**config.mk**
```make
export PLATFORM = sky130hd
export DESIGN_NAME = stack_cache_ctrl
export DESIGN_NICKNAME = d
export VERILOG_FILES = /design/src/rtl/stack_cache_pkg.sv /design/src/rtl/stack_cache_dp.sv /design/src/rtl/stack_cache_ctl.sv /design/src/rtl/stack_cache_ctrl.sv
export SDC_FILE = /design/constraint.sdc
export NUM_CORES = 1
export LEC_CHECK = 0
export ABC_AREA = 0
export CAP_MARGIN = 20
export CELL_PAD_IN_SITES_DETAIL_PLACEMENT = 2
export CELL_PAD_IN_SITES_GLOBAL_PLACEMENT = 2
export CORE_ASPECT_RATIO = 0.8
export CORE_MARGIN = 4
export CORE_UTILIZATION = 24
export CTS_CLUSTER_DIAMETER = 30
export DETAILED_ROUTE_END_ITERATION = 8
export GPL_TIMING_DRIVEN = 0
export PLACE_DENSITY_LB_ADDON = 0.1
export SLEW_MARGIN = 20
export SYNTH_ARGS = -nofsm -noshare
export SYNTH_HDL_FRONTEND = slang
export SYNTH_SLANG_ARGS = --single-unit
```
**constraint.sdc**
```tcl
create_clock -name clk -period 4.4 [get_ports clk]
set_input_delay 0.66 -clock clk [delete_from_list [all_inputs] [get_ports clk]]
set_output_delay 0.66 -clock clk [all_outputs]
set_load 0.01 [all_outputs]
```
**src/rtl/stack_cache_pkg.sv**
```systemverilog
package stack_cache_pkg;

  typedef enum logic [1:0] {
    OP_NONE = 2'b00,
    OP_PUSH = 2'b01,
    OP_POP  = 2'b10,
    OP_RSVD = 2'b11
  } stack_op_e;

  // Strobes from control to datapath, one per state change
  typedef struct packed {
    logic headInc;
    logic headDec;
    logic countInc;
    logic countDec;
    logic depthInc;
    logic depthDec;
    logic selFill;
  } dp_strobe_t;

endpackage

```
**src/rtl/stack_cache_dp.sv**
```systemverilog
module stack_cache_dp
  import stack_cache_pkg::*;
#(
  parameter int NUM_REGS   = 4,
  parameter int ADDR_W     = 32,
  parameter int DEPTH_W    = 16,
  parameter int WORD_BYTES = 4
) (
  input  logic                          clk,
  input  logic                          rst_n,
  input  dp_strobe_t                    strobe,
  input  logic [ADDR_W-1:0]             stackBase,
  output logic [$clog2(NUM_REGS)-1:0]   tosReg,
  output logic [$clog2(NUM_REGS)-1:0]   nosReg,
  output logic [$clog2(NUM_REGS+1)-1:0] count,
  output logic                          cacheFull,
  output logic                          cacheEmpty,
  output logic                          depthZero,
  output logic [$clog2(NUM_REGS)-1:0]   memReg,
  output logic [ADDR_W-1:0]             memAddr
);
  localparam int IDX_W      = $clog2(NUM_REGS);
  localparam int CNT_W      = $clog2(NUM_REGS + 1);
  localparam int BYTE_SHIFT = $clog2(WORD_BYTES);

  logic [IDX_W-1:0]   headQ;
  logic [CNT_W-1:0]   countQ;
  logic [DEPTH_W-1:0] depthQ;
  logic [IDX_W-1:0]   oldestIdx;
  logic [DEPTH_W-1:0] depthSel;

  always_ff @(posedge clk) begin
    if (!rst_n) begin
      headQ  <= '0;
      countQ <= '0;
      depthQ <= '0;
    end else begin
      if (strobe.headInc)       headQ <= headQ + IDX_W'(1);
      else if (strobe.headDec)  headQ <= headQ - IDX_W'(1);
      if (strobe.countInc)      countQ <= countQ + CNT_W'(1);
      else if (strobe.countDec) countQ <= countQ - CNT_W'(1);
      if (strobe.depthInc)      depthQ <= depthQ + DEPTH_W'(1);
      else if (strobe.depthDec) depthQ <= depthQ - DEPTH_W'(1);
    end
  end

  // Oldest live register: head - count + 1, modulo the window size
  assign oldestIdx  = headQ + IDX_W'(1) - countQ[IDX_W-1:0];
  assign depthSel   = strobe.selFill ? depthQ - DEPTH_W'(1) : depthQ;

  assign tosReg     = headQ;
  assign nosReg     = headQ - IDX_W'(1);
  assign count      = countQ;
  assign cacheFull  = (countQ == CNT_W'(NUM_REGS));
  assign cacheEmpty = (countQ == '0);
  assign depthZero  = (depthQ == '0);
  assign memReg     = strobe.selFill ? headQ : oldestIdx;
  assign memAddr    = stackBase + (ADDR_W'(depthSel) << BYTE_SHIFT);

endmodule

```
**src/rtl/stack_cache_ctl.sv**
```systemverilog
module stack_cache_ctl
  import stack_cache_pkg::*;
(
  input  logic       clk,
  input  logic       rst_n,
  input  logic       reqValid,
  input  logic [1:0] reqOp,
  input  logic       flushReq,
  input  logic       memReady,
  input  logic       cacheFull,
  input  logic       cacheEmpty,
  input  logic       depthZero,
  output logic       reqReady,
  output logic       memValid,
  output logic       memWrite,
  output logic       flushBusy,
  output logic       flushDone,
  output dp_strobe_t strobe
);
  typedef enum logic {ST_IDLE, ST_FLUSH} ctl_state_e;

  ctl_state_e stateQ, stateNext;
  logic       doneNext;

  always_ff @(posedge clk) begin
    if (!rst_n) begin
      stateQ    <= ST_IDLE;
      flushDone <= 1'b0;
    end else begin
      stateQ    <= stateNext;
      flushDone <= doneNext;
    end
  end

  always_comb begin
    strobe    = '0;
    reqReady  = 1'b0;
    memValid  = 1'b0;
    memWrite  = 1'b0;
    stateNext = stateQ;
    doneNext  = 1'b0;
    case (stateQ)
      ST_IDLE: begin
        if (flushReq) begin
          stateNext = ST_FLUSH;
        end else if (reqValid) begin
          case (stack_op_e'(reqOp))
            OP_PUSH: begin
              if (cacheFull) begin
                memValid = 1'b1;
                memWrite = 1'b1;
                reqReady = memReady;
                strobe.headInc  = memReady;
                strobe.depthInc = memReady;
              end else begin
                reqReady = 1'b1;
                strobe.headInc  = 1'b1;
                strobe.countInc = 1'b1;
              end
            end
            OP_POP: begin
              if (!cacheEmpty) begin
                reqReady = 1'b1;
                strobe.headDec  = 1'b1;
                strobe.countDec = 1'b1;
              end else if (depthZero) begin
                reqReady = 1'b1;
              end else begin
                strobe.selFill  = 1'b1;
                memValid = 1'b1;
                reqReady = memReady;
                strobe.headDec  = memReady;
                strobe.depthDec = memReady;
              end
            end
            default: reqReady = 1'b1;
          endcase
        end
      end
      ST_FLUSH: begin
        if (!cacheEmpty) begin
          memValid = 1'b1;
          memWrite = 1'b1;
          strobe.countDec = memReady;
          strobe.depthInc = memReady;
        end else begin
          stateNext = ST_IDLE;
          doneNext  = 1'b1;
        end
      end
      default: stateNext = ST_IDLE;
    endcase
  end

  assign flushBusy = (stateQ == ST_FLUSH);

endmodule

```
**src/rtl/stack_cache_ctrl.sv**
```systemverilog
module stack_cache_ctrl
  import stack_cache_pkg::*;
#(
  parameter int NUM_REGS   = 4,
  parameter int ADDR_W     = 32,
  parameter int DEPTH_W    = 16,
  parameter int WORD_BYTES = 4,
  localparam int IDX_W     = $clog2(NUM_REGS),
  localparam int CNT_W     = $clog2(NUM_REGS + 1)
) (
  input  logic              clk,
  input  logic              rst_n,
  input  logic              reqValid,
  input  logic [1:0]        reqOp,
  output logic              reqReady,
  input  logic              flushReq,
  output logic              flushBusy,
  output logic              flushDone,
  output logic [IDX_W-1:0]  tosReg,
  output logic [IDX_W-1:0]  nosReg,
  output logic [CNT_W-1:0]  count,
  input  logic [ADDR_W-1:0] stackBase,
  output logic              memValid,
  output logic              memWrite,
  output logic [IDX_W-1:0]  memReg,
  output logic [ADDR_W-1:0] memAddr,
  input  logic              memReady
);
  dp_strobe_t strobe;
  logic       cacheFull, cacheEmpty, depthZero;

  stack_cache_ctl u_ctl (
    .clk        (clk),
    .rst_n      (rst_n),
    .reqValid   (reqValid),
    .reqOp      (reqOp),
    .flushReq   (flushReq),
    .memReady   (memReady),
    .cacheFull  (cacheFull),
    .cacheEmpty (cacheEmpty),
    .depthZero  (depthZero),
    .reqReady   (reqReady),
    .memValid   (memValid),
    .memWrite   (memWrite),
    .flushBusy  (flushBusy),
    .flushDone  (flushDone),
    .strobe     (strobe)
  );

  stack_cache_dp #(
    .NUM_REGS   (NUM_REGS),
    .ADDR_W     (ADDR_W),
    .DEPTH_W    (DEPTH_W),
    .WORD_BYTES (WORD_BYTES)
  ) u_dp (
    .clk        (clk),
    .rst_n      (rst_n),
    .strobe     (strobe),
    .stackBase  (stackBase),
    .tosReg     (tosReg),
    .nosReg     (nosReg),
    .count      (count),
    .cacheFull  (cacheFull),
    .cacheEmpty (cacheEmpty),
    .depthZero  (depthZero),
    .memReg     (memReg),
    .memAddr    (memAddr)
  );

endmodule

```
# Word level (Yosys, flattened, before mapping)

Index checks and enable logic that the tools add are counted.

Flip-flop bits (word level): 23
Input bits: 39
Output and inout port bits: 46
Word-level logic and storage cells: 71

Add/sub/neg operators: 8
Equal/unequal tests: 3
Multiplexer cells: 48
Bitwise logic cells: 1
Reductions and logical operators: 6

Operators with widths:

| cell                  | count |
|---|---|
| $mux 16               | 3 |
| $add 32x18->32        | 1 |
| $mux 1                | 26 |
| $add 16x1->16 const B | 1 |
| $logic_not 16->1      | 1 |
| $mux 2                | 8 |
| $sub 16x1->16 const B | 1 |
| $mux 7                | 2 |
| $pmux 1 s2            | 5 |
| $mux 3                | 3 |
| $reduce_bool 2->1     | 3 |
| $pmux 2 s2            | 1 |
| $add 3x1->3 const B   | 1 |
| $eq 3x3->1 const B    | 1 |
| $logic_not 3->1       | 1 |
| $sub 3x1->3 const B   | 1 |
| $add 2x1->2 const B   | 1 |
| $eq 2x1->1 const B    | 1 |
| $eq 2x2->1 const B    | 1 |
| $reduce_and 2->1      | 1 |
| $sub 2x1->2 const B   | 1 |
| $sub 2x2->2           | 1 |
| $not 1->1             | 1 |

# Depth between registers and ports, before layout

Gate-level depths: netlist (run 1).

Word-level depth: 9
Depth in mapped cells: 19
Gate-level depth less buffers: 16

# By module

From an unflattened synthesis (run 1), not the netlist that was laid out.

Cell total of the unflattened synthesis: 373
Area, all modules: 2927.8 µm²

By module, submodules not included:

| module          | instances | cells each | area each (µm²) |
|---|---|---|---|
| stack_cache_dp  | 1         | 341        | 2662.6 |
| stack_cache_ctl | 1         | 32         | 265.3 |

# Worst setup path before layout (run 1)

OpenSTA, ideal clock, no wires.

Kind: input to output
Start point: input reqOp[0]
End point: output memAddr[24]
Arrival time: 3.739 ns
Slack: 0.001 ns
Cell stages on the path: 16
Path buffers: 1
Cell sequence: inv_1 -> ha_1 -> nand4bb_1 -> nor2_1 -> o21ai_2 -> buf_2 -> nor4_1 -> xor2_1 -> ha_1 -> o211ai_1 -> a21oi_1 -> a211oi_1 -> o21ai_1 -> o311ai_2 -> nor2_1 -> xnor2_1

Word-level cells in the longest chain between the ends: 7

RTL lines:

| element         | RTL line               | RTL |
|---|---|---|
| start, declared | stack_cache_ctrl.sv:14 | `input logic [1:0] reqOp,` |
| $eq 2x2->1      | stack_cache_ctl.sv:47  | `case (stack_op_e'(reqOp))` |
| $mux 2          | stack_cache_ctl.sv:47  |  |
| $mux 7          | stack_cache_ctl.sv:46  | `end else if (reqValid) begin` |
| $mux 7          | stack_cache_ctl.sv:44  | `if (flushReq) begin` |
| $mux 2          | stack_cache_ctl.sv:42  | `case (stateQ)` |
| $mux 16         | stack_cache_dp.sv:49   | `assign depthSel = strobe.selFill ? depthQ - DEPTH_W'(1) : depthQ;` |
| $add 32x18->32  | stack_cache_dp.sv:58   | `assign memAddr = stackBase + (ADDR_W'(depthSel) << BYTE_SHIFT);` |
| end, declared   | stack_cache_ctrl.sv:26 | `output logic [ADDR_W-1:0] memAddr,` |

Every way passes these cells.

# Worst setup path in the final report (run 1)

Start point: register u_dp.depthQ[7]
End point: output memAddr[18]

Word-level cells in the longest chain between the ends: 9
Elaborated cells between the ends (all ways): 10

RTL lines:

| element                | RTL line              | RTL |
|---|---|---|
| start, declared        | stack_cache_dp.sv:28  | `logic [DEPTH_W-1:0] depthQ;` |
| start signal, assigned | stack_cache_dp.sv:42  | `if (strobe.depthInc) depthQ <= depthQ + DEPTH_W'(1);` |
| start signal, assigned | stack_cache_dp.sv:43  | `else if (strobe.depthDec) depthQ <= depthQ - DEPTH_W'(1);` |
| $logic_not 16->1       | stack_cache_dp.sv:56  | `assign depthZero = (depthQ == '0);` |
| $mux 2                 | stack_cache_ctl.sv:66 | `end else if (depthZero) begin` |
| $mux 2                 | stack_cache_ctl.sv:62 | `if (!cacheEmpty) begin` |
| $mux 2                 | stack_cache_ctl.sv:47 |  |
| $mux 7                 | stack_cache_ctl.sv:46 |  |
| $mux 7                 | stack_cache_ctl.sv:44 |  |
| $mux 2                 | stack_cache_ctl.sv:42 |  |
| $mux 16 *              | stack_cache_dp.sv:49  |  |
| $add 32x18->32 *       | stack_cache_dp.sv:58  |  |

Every way passes the cells marked *; elsewhere a longest branch is shown, timed or not.

==> results.sh, run 1 <==
export IMPL_synth_compound_area_share_pct=21.5
export IMPL_gp_congestion=0.770
export IMPL_worst_slew_pin_slew_ns=0.898
export IMPL_first_pass_iters=4
export IMPL_gr_total_overflow=0
export IMPL_grt_start_max_net_pins=13
export IMPL_drt_wl_total_um=12800
export IMPL_cp_slowest_cell="ha_1"
export IMPL_ant_nets=0
export IMPL_crit_type="flip-flop to output port"
export IMPL_row_count=35
export IMPL_cpPeakStageDelay_ns=0.36
export IMPL_p_per_area_nw_per_um2=166
export IMPL_routed_via_density=5.06
export IMPL_setup_ws_ns=-0.122
export IMPL_avgSynthCellArea_um2=7.40
export IMPL_yosysSeqAreaShare_pct=15.6
export IMPL_status="finished, violations left"
export IMPL_cp_buffers_inverters=6
export IMPL_slew_limit_headroom_pct=39.7
export IMPL_clock_skew_final_ns=0.00429
export IMPL_maxCapViolCount=0
export IMPL_port_buffers=82
export IMPL_fillCellCount=1334
export IMPL_grt_use_total_pct=17.2
export IMPL_syn_cell_area_um2=2950
export IMPL_area_growth_pct=63.6
export IMPL_drc_errors=0
export IMPL_dpl_instance_area_um2=3960
export IMPL_cts_hold_buf=0
export IMPL_antennaDiodeCount=0
export IMPL_synth_cell_type_count=64
export IMPL_synthXorXnorAreaFrac_pct=17.8
export IMPL_synthFlopType="dfxtp_1"
export IMPL_reg2reg_slack_ns=1.89
export IMPL_ys_top_cells_by_area="dfxtp_1 16%, xnor2_1 11%, ha_1 9.7%"
export IMPL_fp_dieH_um=107
export IMPL_preCtsSetupSlack_ns=-1.85
export IMPL_ios=85
export IMPL_critPathArrivalTime_ns=3.86
export IMPL_drive_gt1_share_pct=32.3
export IMPL_fmax_mhz=221
export IMPL_cts_buffer_depth=2
export IMPL_root_buffer="clkbuf_16"
export IMPL_grt_pass1_wl_um=19900
export IMPL_core_um2=11800
export IMPL_crit_path_end_kind="output port"
export IMPL_synth_edf_count=0
export IMPL_ir_drop_mv=0.120
export IMPL_critPathMaxFanout=7
export IMPL_hold_violations=0
export IMPL_fin_crit_sh_pct=103
export IMPL_min_period_ns=4.52
export IMPL_route_detailed_wl_per_inst_um=18.9
export IMPL_cts_clk_slew_worst_paths_ns=0.07
export IMPL_path_common_cell="buf_6"
export IMPL_crit_chain="buf_6 > nor4_4 > nand2b_1 > buf_6 > o21ai_4 > buf_8 > nor4_4 > xor2_1 > ha_1 > o211ai_1 > a21oi_4 > a211oi_4 > o21ai_4 > buf_4 > buf_6 > o221a_4 > nor2_4 > xnor2_1 > buf_2"
export IMPL_rsz0062_at_grt="yes"
export IMPL_critPathTopFamily="compound AO/OA/AOI/OAI gates"
export IMPL_setup_viol=7
export IMPL_synth_simple_area_share_pct=27.6
export IMPL_dp_hpwl_um=9160
export IMPL_dieArea_um2=14100
export IMPL_static_leakage_power_nw=2.13
export IMPL_synth_area_leader_cell="dfxtp_1"
export IMPL_worst_setup_path_start_kind="flip-flop"
export IMPL_synth_nets=463
export IMPL_initial_core_util_pct=25.1
export IMPL_synthAdderAreaFrac_pct=11.1
export IMPL_drt_iter0_drc=139
export IMPL_synth_top_cell_area_share_pct=15.6
export IMPL_grt_pass1_vias=3776
export IMPL_synth_cells=399
export IMPL_nets=594
export IMPL_clk_latency_ns=0.26
export IMPL_synth_async_sr_flop_share_pct=0
export IMPL_htree_levels=1
export IMPL_synth_top_family_by_area="simple AND/OR/NAND/NOR gates"
export IMPL_cts_inserted_buffers=3
export IMPL_dr_total_vias=3426
export IMPL_antenna_found_initial=0
export IMPL_die_x_um=132
export IMPL_violations="negative setup slack"
export IMPL_final_max_slew_viol_count=0
export IMPL_stdcell_area_um2=4830
export IMPL_synth_seq_cells=23
export IMPL_hold_class="flip-flop to flip-flop"
export IMPL_cts_num_sinks=23
export IMPL_tritoncts="yes"
export IMPL_cp_required_ns=3.74
export IMPL_synthMuxAreaShare_pct=0.339
export IMPL_synth_warnings=0
cell usage after synthesis, types with 3 or more instances:
library cell	n
a211oi_1	3
a21o_1	7
a21oi_1	33
a31oi_1	6
and2_1	15
and3_1	10
buf_2	5
clkbuf_1	14
dfxtp_1	23
ha_1	23
inv_1	15
nand2_1	36
nand2b_1	4
nand3_1	13
nand4_1	10
nor2_1	26
nor2b_1	5
nor3_1	12
nor4_1	5
o21a_1	3
o21ai_0	18
o21bai_1	3
xnor2_1	37
xor2_1	23
cells by family (layout without fill, tap and decap cells):
family	after synthesis	count (layout)
muxes	1	1
and+or+nand+nor	152	152
buffers and inverters	40	170
adders and majority gates	25	25
xor gates and xnor gates	60	60
AOI/OAI and AO/OA	98	98
DFF	23	23
cells in the final DEF, fill, tap and decap left out, drive strengths merged, types with 15 or more instances in the layout:
cell type / n
nor2: 27
clkdlybuf4s50: 54
inv: 16
nand2: 36
o21ai: 20
dfxtp: 23
buf: 78
a21oi: 35
ha: 23
and2: 15
xnor2: 37
xor2: 23
flip-flops by register name, indices dropped and copies added, names as in the netlist:
register	cells
u_dp.depthQ	16
u_dp.count	3
u_dp.tosReg	2
u_ctl.flushBusy	1
u_ctl.flushDone	1
stage by stage:
step | power (mW) | setup TNS [ns] | hold slack (ns) | util (%) | std cells
global placement | 0.534 | -31.52 | 0.564 | 33.6 | 629
detailed placement | 0.542 | -34.44 | 0.574 | 33.6 | 629
global route | 0.854 | -2.71 | 0.658 | 41.0 | 677
CTS | 0.794 | -0.163 | 0.591 | 39.4 | 658
finish | 0.802 | -0.315 | 0.587 | 41.0 | 677
floorplan | 0.390 | 0 | 0.533 | - | 399
where the power goes:
group	leakage [nW]	internal, mW	switching [mW]
Sequential	0.190	0.215	0.0122
Clock	0.0382	0.124	0.0872
Combinational	1.90	0.179	0.184
worst reg2reg max path, delay by kind of cell, from the launching register on:
kind / cells / cell delay (ns)
AO/OA/AOI/OAI: 1 / 0.20
flip-flops: 1 / 0.44
XOR/XNOR: 1 / 0.16
buffers and inverters: 1 / 0.31
AND/OR/NAND/NOR: 5 / 1.33
routing by layer:
metal	vias up	wire [um]	GRT usage, %
met5	-	0	0
met4	0	106	3.15
met3	9	382	2.11
met2	53	6280	31.1
met1	1689	6010	22.1
li1	1675	-	-
path summary, 6_finish.rpt:
kind / end / start / cells after the start
worst min register to register: u_ctl.flushBusy / u_ctl.flushBusy / 1
worst min-delay path: u_ctl.flushBusy / u_ctl.flushBusy / 1
worst max register to register: u_dp.depthQ[14] / u_dp.depthQ[2] / 8
worst max-delay path: memAddr[18] / u_dp.depthQ[7] / 19
what timing repair did:
action                                 in CTS  in global routing
buffers inserted                           33                 21
pin swaps                                  32                 16
resized for setup                         163                 50
endpoints found under the hold margin       0                  0
setup endpoints to repair                  29                 22
gates cloned                                0                  0
layout make-up:
class / instances / area [um^2] / share of cell area [%]
multi-input cells: 336 / 2790 / 57.7
repair buffers: 135 / 1140 / 23.6
flip-flops and latches: 23 / 472 / 9.77
well taps: 148 / 185 / 3.84
plain buffers: 15 / 100 / 2.07
clock buffers: 4 / 78.8 / 1.63
inverters: 16 / 67.6 / 1.40
(Power assumes the default switching activity.)
==> run 2, diff against run 1 <==
--- a/config.mk
+++ b/config.mk
@@ -10,7 +10,6 @@
 export CELL_PAD_IN_SITES_DETAIL_PLACEMENT = 2
 export CELL_PAD_IN_SITES_GLOBAL_PLACEMENT = 2
 export CORE_ASPECT_RATIO = 0.8
-export CORE_MARGIN = 4
 export CORE_UTILIZATION = 24
 export CTS_CLUSTER_DIAMETER = 30
 export DETAILED_ROUTE_END_ITERATION = 8
==> run 2 against run 1 <==
Compared with the run above:
- the flow still finishes with violations (negative setup slack)
- total power up 1.5%
- hold slack better by 0.016 ns
- routed wire length down 0.70%
- critical endpoint unchanged
- register-to-register slack worse by 0.05 ns
- setup slack worse by 0.037 ns
- clock power about the same
- count of clock-buffer cells in the layout unchanged
- critical path type unchanged
==> results.sh, run 2 (same netlist as run 1, synthesis figures left out) <==
export IMPL_p_comb_share_pct=46.2
export IMPL_dp_cells=629
export IMPL_fillCellCount=1328
export IMPL_ant_nets=0
export IMPL_drt_iter0_drc=78
export IMPL_first_pass_iters=4
export IMPL_violations="negative setup slack"
export IMPL_fmax_mhz=219
export IMPL_intPower_mw=0.528
export IMPL_preCtsSetupSlack_ns=-1.91
export IMPL_cts_num_sinks=23
export IMPL_drive_gt1_share_pct=31.4
export IMPL_gp_congestion=0.786
export IMPL_rsz0062_at_grt="yes"
export IMPL_stdcell_area_um2=4840
export IMPL_cts_inserted_buffers=3
export IMPL_holdPathStages=1
export IMPL_port_buffers=82
export IMPL_static_leakage_power_nw=2.12
export IMPL_crit_path_end_kind="output port"
export IMPL_multi_input_area_um2=2780
export IMPL_clock_skew_final_ns=0.00444
export IMPL_tritoncts="yes"
export IMPL_htree_levels=1
export IMPL_core_um2=11700
export IMPL_pwr_share_seq_pct=27.8
export IMPL_seq_area_um2=478
export IMPL_instances_no_fill=677
export IMPL_fin_crit_sh_pct=104
export IMPL_p_per_area_nw_per_um2=168
export IMPL_grt_pass1_vias=3614
export IMPL_crit_type="flip-flop to output port"
export IMPL_gr_total_overflow=0
export IMPL_cts_hold_buf=0
export IMPL_cts_buffer_depth=2
export IMPL_final_common_cell="clkdlybuf4s50_1"
export IMPL_die_x_um=126
export IMPL_dpl_instance_area_um2=3960
export IMPL_antenna_found_initial=0
export IMPL_critPathArrivalTime_ns=3.90
export IMPL_hold_class="flip-flop to flip-flop"
export IMPL_dr_total_vias=3458
export IMPL_layout_common_cells="54 x clkdlybuf4s50_1, 48 x buf_4, 34 x nand2_1"
export IMPL_cts_clk_slew_worst_paths_ns=0.07
export IMPL_clkPwrFrac_pct=26.0
export IMPL_setup_ws_ns=-0.159
export IMPL_top_register="u_dp.depthQ"
export IMPL_worstRegToRegCells=8
export IMPL_tns_ns=-0.918
export IMPL_worst_setup_path_start_kind="flip-flop"
export IMPL_route_detailed_wl_per_inst_um=18.8
export IMPL_worst_slew_pin_slew_ns=0.871
export IMPL_grt_start_max_net_pins=13
export IMPL_ir_drop_mv=0.125
export IMPL_area_growth_pct=64.0
export IMPL_dieArea_um2=12700
export IMPL_critPathMaxFanout=4
export IMPL_slew_limit_headroom_pct=41.5
export IMPL_min_period_ns=4.56
export IMPL_reg2reg_slack_ns=1.84
export IMPL_netSwitchingPower_mw=0.285
export IMPL_setup_viol=9
export IMPL_maxCapViolCount=0
export IMPL_final_core_util_pct=41.2
export IMPL_status="finished, violations left"
export IMPL_final_max_slew_viol_count=0
export IMPL_ios=85
export IMPL_nets=594
export IMPL_clk_latency_ns=0.27
export IMPL_dp_hpwl_um=8770
export IMPL_grt_use_total_pct=19.2
export IMPL_netSwitchingFraction_pct=35.1
export IMPL_row_count=35
export IMPL_drc_errors=0
export IMPL_drt_wl_total_um=12700
export IMPL_totalPowerFinal_mw=0.813
export IMPL_initial_core_util_pct=25.1
export IMPL_hold_violations=0
export IMPL_fp_dieH_um=101
export IMPL_largest_reg_flops=16
export IMPL_hold_slack_ns=0.602
export IMPL_root_buffer="clkbuf_16"
export IMPL_grt_pass1_wl_um=19400
export IMPL_routed_via_density=5.11
export IMPL_cp_required_ns=3.74
export IMPL_antennaDiodeCount=0
-- run 2: cell count changes in the layout (fill, tap and decap cells not counted), moves of 3 or more --
cell and change:
nand3_2 -3, ha_2 -3, clkbuf_2 +4, buf_2 -5
-- run 2: power by group through the flow --
stage               logic (mW)  clock network (mW)  registers [mW]
floorplan                0.161                   0           0.229
global placement         0.305                   0           0.230
detailed placement       0.311                   0           0.230
CTS                      0.345               0.222           0.226
global route             0.404               0.227           0.228
finish                   0.375               0.212           0.226
-- run 2: cell type report --
cell class                      count  share of cell area (%)
Inverter                           16                    1.45
Tap cell                          148                    3.83
Sequential cell                    23                    9.88
Clock buffer                        4                    1.63
Multi-Input combinational cell    336                    57.3
Timing Repair Buffer              135                    23.8
Buffer                             15                    2.12
-- run 2: path summary, 6_finish.rpt --
kind,start,to
worst max-delay path,u_dp.depthQ[1],memAddr[18]
worst min-delay path,u_ctl.flushBusy,u_ctl.flushBusy
worst max register to register,u_dp.depthQ[2],u_dp.depthQ[14]
worst min register to register,u_ctl.flushBusy,u_ctl.flushBusy
-- run 2: metal layers --
metal  track usage (%)  up-vias  share of wire, %
met5                 0        -                 0
li1                  -     1672                 -
met4              1.58        0              0.46
met2              34.6       68                49
met1              25.0     1712                47
met3              3.59        6               3.7
-- run 2: timing repair --
action                                  in CTS  in global routing
setup buffers                               33                 21
endpoints found under the setup margin      29                 25
gates resized for setup                    155                 57
pin swaps                                   27                 30
-- run 2: worst max-delay path, cell delays in order (launching register included) --
cell and delay, ns:
dfxtp_4 0.35, inv_4 0.07, ha_4 0.12, nor4b_4 0.32, nand3_4 0.15, o21ai_4 0.19, buf_8 0.14, nor4_4 0.04
xor2_1 0.15, ha_1 0.34, o211ai_1 0.33, a21oi_4 0.07, a211oi_4 0.31, o21ai_4 0.15, buf_6 0.14, buf_6 0.11
o221a_4 0.26, nor2_4 0.10, xnor2_2 0.12, buf_2 0.16
==> run 3, diff against run 2 <==
--- a/config.mk
+++ b/config.mk
@@ -11,6 +11,7 @@
 export CELL_PAD_IN_SITES_GLOBAL_PLACEMENT = 2
 export CORE_ASPECT_RATIO = 0.8
 export CORE_UTILIZATION = 24
+export CTS_BUF_LIST = sky130_fd_sc_hd__clkbuf_4 sky130_fd_sc_hd__clkbuf_8 sky130_fd_sc_hd__clkbuf_16
 export CTS_CLUSTER_DIAMETER = 30
 export DETAILED_ROUTE_END_ITERATION = 8
 export GPL_TIMING_DRIVEN = 0
==> run 3 against run 2 <==
Compared with the run above:
- the run still ends with negative setup slack left
- design area hardly changed
- clock skew hardly changed
- cell count is the same
- non-clock buffer count stayed put
- die area unchanged
- critical path depth increased by 1
- critical path type unchanged
==> results.sh, run 3 (same netlist as run 1, synthesis figures left out) <==
export IMPL_die_x_um=126
export IMPL_layout_common_cells="53 x clkdlybuf4s50_1, 46 x buf_4, 32 x nand2_1, 32 x xnor2_1, 27 x a21oi_1"
export IMPL_ir_drop_mv=0.122
export IMPL_drt_iter0_drc=80
export IMPL_antennaDiodeCount=0
export IMPL_nets=594
export IMPL_grt_use_met1_pct=25.0
export IMPL_stdcell_area_um2=4840
export IMPL_grt_start_max_net_pins=13
export IMPL_hold_violations=0
export IMPL_critPathArrivalTime_ns=3.82
export IMPL_tritoncts="yes"
export IMPL_dp_cells=629
export IMPL_final_common_cell="clkdlybuf4s50_1"
export IMPL_critPathMaxFanout=6
export IMPL_largest_reg_flops=16
export IMPL_core_um2=11700
export IMPL_violations="negative setup slack"
export IMPL_dieArea_um2=12700
export IMPL_status="finished, violations left"
export IMPL_setup_viol=6
export IMPL_static_leakage_power_nw=2.14
export IMPL_met2_usage_pct=34.4
export IMPL_routed_via_density=5.10
export IMPL_top_register="u_dp.depthQ"
export IMPL_cts_hold_buf=0
export IMPL_drt_wl_total_um=12500
export IMPL_port_buffers=82
export IMPL_dr_total_vias=3456
export IMPL_final_max_slew_viol_count=0
export IMPL_grt_pass1_wl_um=19300
export IMPL_dpl_instance_area_um2=3960
export IMPL_p_per_area_nw_per_um2=168
export IMPL_crit_type="flip-flop to output port"
export IMPL_first_pass_iters=4
export IMPL_cts_inserted_buffers=3
export IMPL_worstRegToRegCells=8
export IMPL_fp_dieH_um=101
export IMPL_final_core_util_pct=41.2
export IMPL_cts_buffer_depth=2
export IMPL_busiest_layer="met2"
export IMPL_fin_crit_sh_pct=102
export IMPL_htree_levels=1
export IMPL_area_growth_pct=64.0
export IMPL_maxCapViolCount=0
export IMPL_setup_ws_ns=-0.0845
export IMPL_preCtsSetupSlack_ns=-1.91
export IMPL_antenna_found_initial=0
export IMPL_row_count=35
export IMPL_worst_slew_pin_slew_ns=0.862
export IMPL_crit_start="u_dp.depthQ[1]"
export IMPL_min_period_ns=4.48
export IMPL_initial_core_util_pct=25.1
export IMPL_root_buffer="clkbuf_16"
export IMPL_reg2reg_slack_ns=1.79
export IMPL_ant_nets=0
export IMPL_ios=85
export IMPL_worst_setup_path_start_kind="flip-flop"
export IMPL_r2r_end="u_dp.depthQ[14]"
export IMPL_fillCellCount=1326
export IMPL_gr_total_overflow=0
export IMPL_clock_skew_final_ns=0.00404
export IMPL_grt_pass1_vias=3611
export IMPL_cts_clk_slew_worst_paths_ns=0.07
export IMPL_hold_class="flip-flop to flip-flop"
export IMPL_grt_use_total_pct=19.2
export IMPL_gp_congestion=0.786
export IMPL_cp_required_ns=3.74
export IMPL_drive_gt1_share_pct=32.1
export IMPL_grtUsageMet3_pct=3.54
export IMPL_fmax_mhz=223
export IMPL_dp_hpwl_um=8770
export IMPL_slew_limit_headroom_pct=42.1
export IMPL_clk_latency_ns=0.27
export IMPL_drc_errors=0
export IMPL_instances_no_fill=677
export IMPL_route_detailed_wl_per_inst_um=18.5
export IMPL_rsz0062_at_grt="yes"
export IMPL_worstSetupEndpoint="memAddr[23]"
export IMPL_crit_path_end_kind="output port"
export IMPL_tns_ns=-0.202
export IMPL_reg2reg_from="u_dp.depthQ[2]"
export IMPL_cts_num_sinks=23
[run 3: cell types whose count changed in the layout (fill, tap and decap cells not counted), sizes merged]
cell / before / now
buf: 74 / 79
clkbuf: 19 / 16
clkdlybuf4s15: 1 / 0
clkdlybuf4s50: 54 / 53
dlygate4sd2: 4 / 3
dlymetal6s2s: 2 / 3
[run 3: worst min-delay path by stage]
stage / startpoint / endpoint / slack, ns / cells past startpoint
floorplan: u_ctl.flushBusy / u_ctl.flushBusy / 0.53 / 1
global placement: u_ctl.flushBusy / u_ctl.flushBusy / 0.55 / 1
detailed placement: u_ctl.flushBusy / u_ctl.flushBusy / 0.57 / 1
CTS: u_ctl.flushBusy / u_ctl.flushBusy / 0.61 / 1
global route: u_dp.count[1] / u_dp.count[1] / 0.63 / 2
finish: u_ctl.flushBusy / u_ctl.flushBusy / 0.60 / 1
[run 3: per-layer routing]
metal	vias up	share of wire, %
met3	6	3.6
met5	-	0
li1	1678	-
met4	0	0.50
met1	1704	47
met2	68	49
[run 3: what timing repair did]
item / CTS / global route
setup buffers: 33 / 20
hold endpoints to repair: 0 / 0
endpoints found under the setup margin: 29 / 25
pin swaps: 27 / 31
gates resized for setup: 155 / 68
[run 3: critical path, cell delays in order, from the launching register on]
cell	delay, ns
dfxtp_4	0.35
inv_4	0.07
ha_4	0.12
nor4b_4	0.27
nand3_2	0.19
o21ai_4	0.22
buf_8	0.14
buf_6	0.09
buf_6	0.10
nor3_2	0.05
xor2_1	0.14
ha_1	0.36
and3_4	0.25
nand4_1	0.12
a21oi_2	0.23
or2_4	0.19
a21o_4	0.18
buf_6	0.12
nand3_4	0.07
xnor2_2	0.15
buf_2	0.14
[run 3: where the power goes]
part / leakage [nW] / internal (mW) / switching, mW
sequential: 0.190 / 0.214 / 0.0113
combinational: 1.91 / 0.184 / 0.185
clock: 0.0416 / 0.130 / 0.0879
total: 2.14 / 0.529 / 0.284
[run 3: final cells by class]
class | instances | area (um^2) | share of cell area (%)
Multi-Input combinational cell | 336 | 2780 | 57.5
Timing Repair Buffer | 134 | 1140 | 23.5
Sequential cell | 23 | 477 | 9.85
Tap cell | 148 | 185 | 3.83
Buffer | 16 | 104 | 2.15
Clock buffer | 4 | 82.6 | 1.71
Inverter | 16 | 70.1 | 1.45
[run 3: per-stage QoR]
stage               hold slack, ns  total power [mW]
CTS                          0.606             0.799
global placement             0.552             0.534
finish                       0.600             0.813
detailed placement           0.571             0.541
global route                 0.630             0.859
floorplan                    0.533             0.390
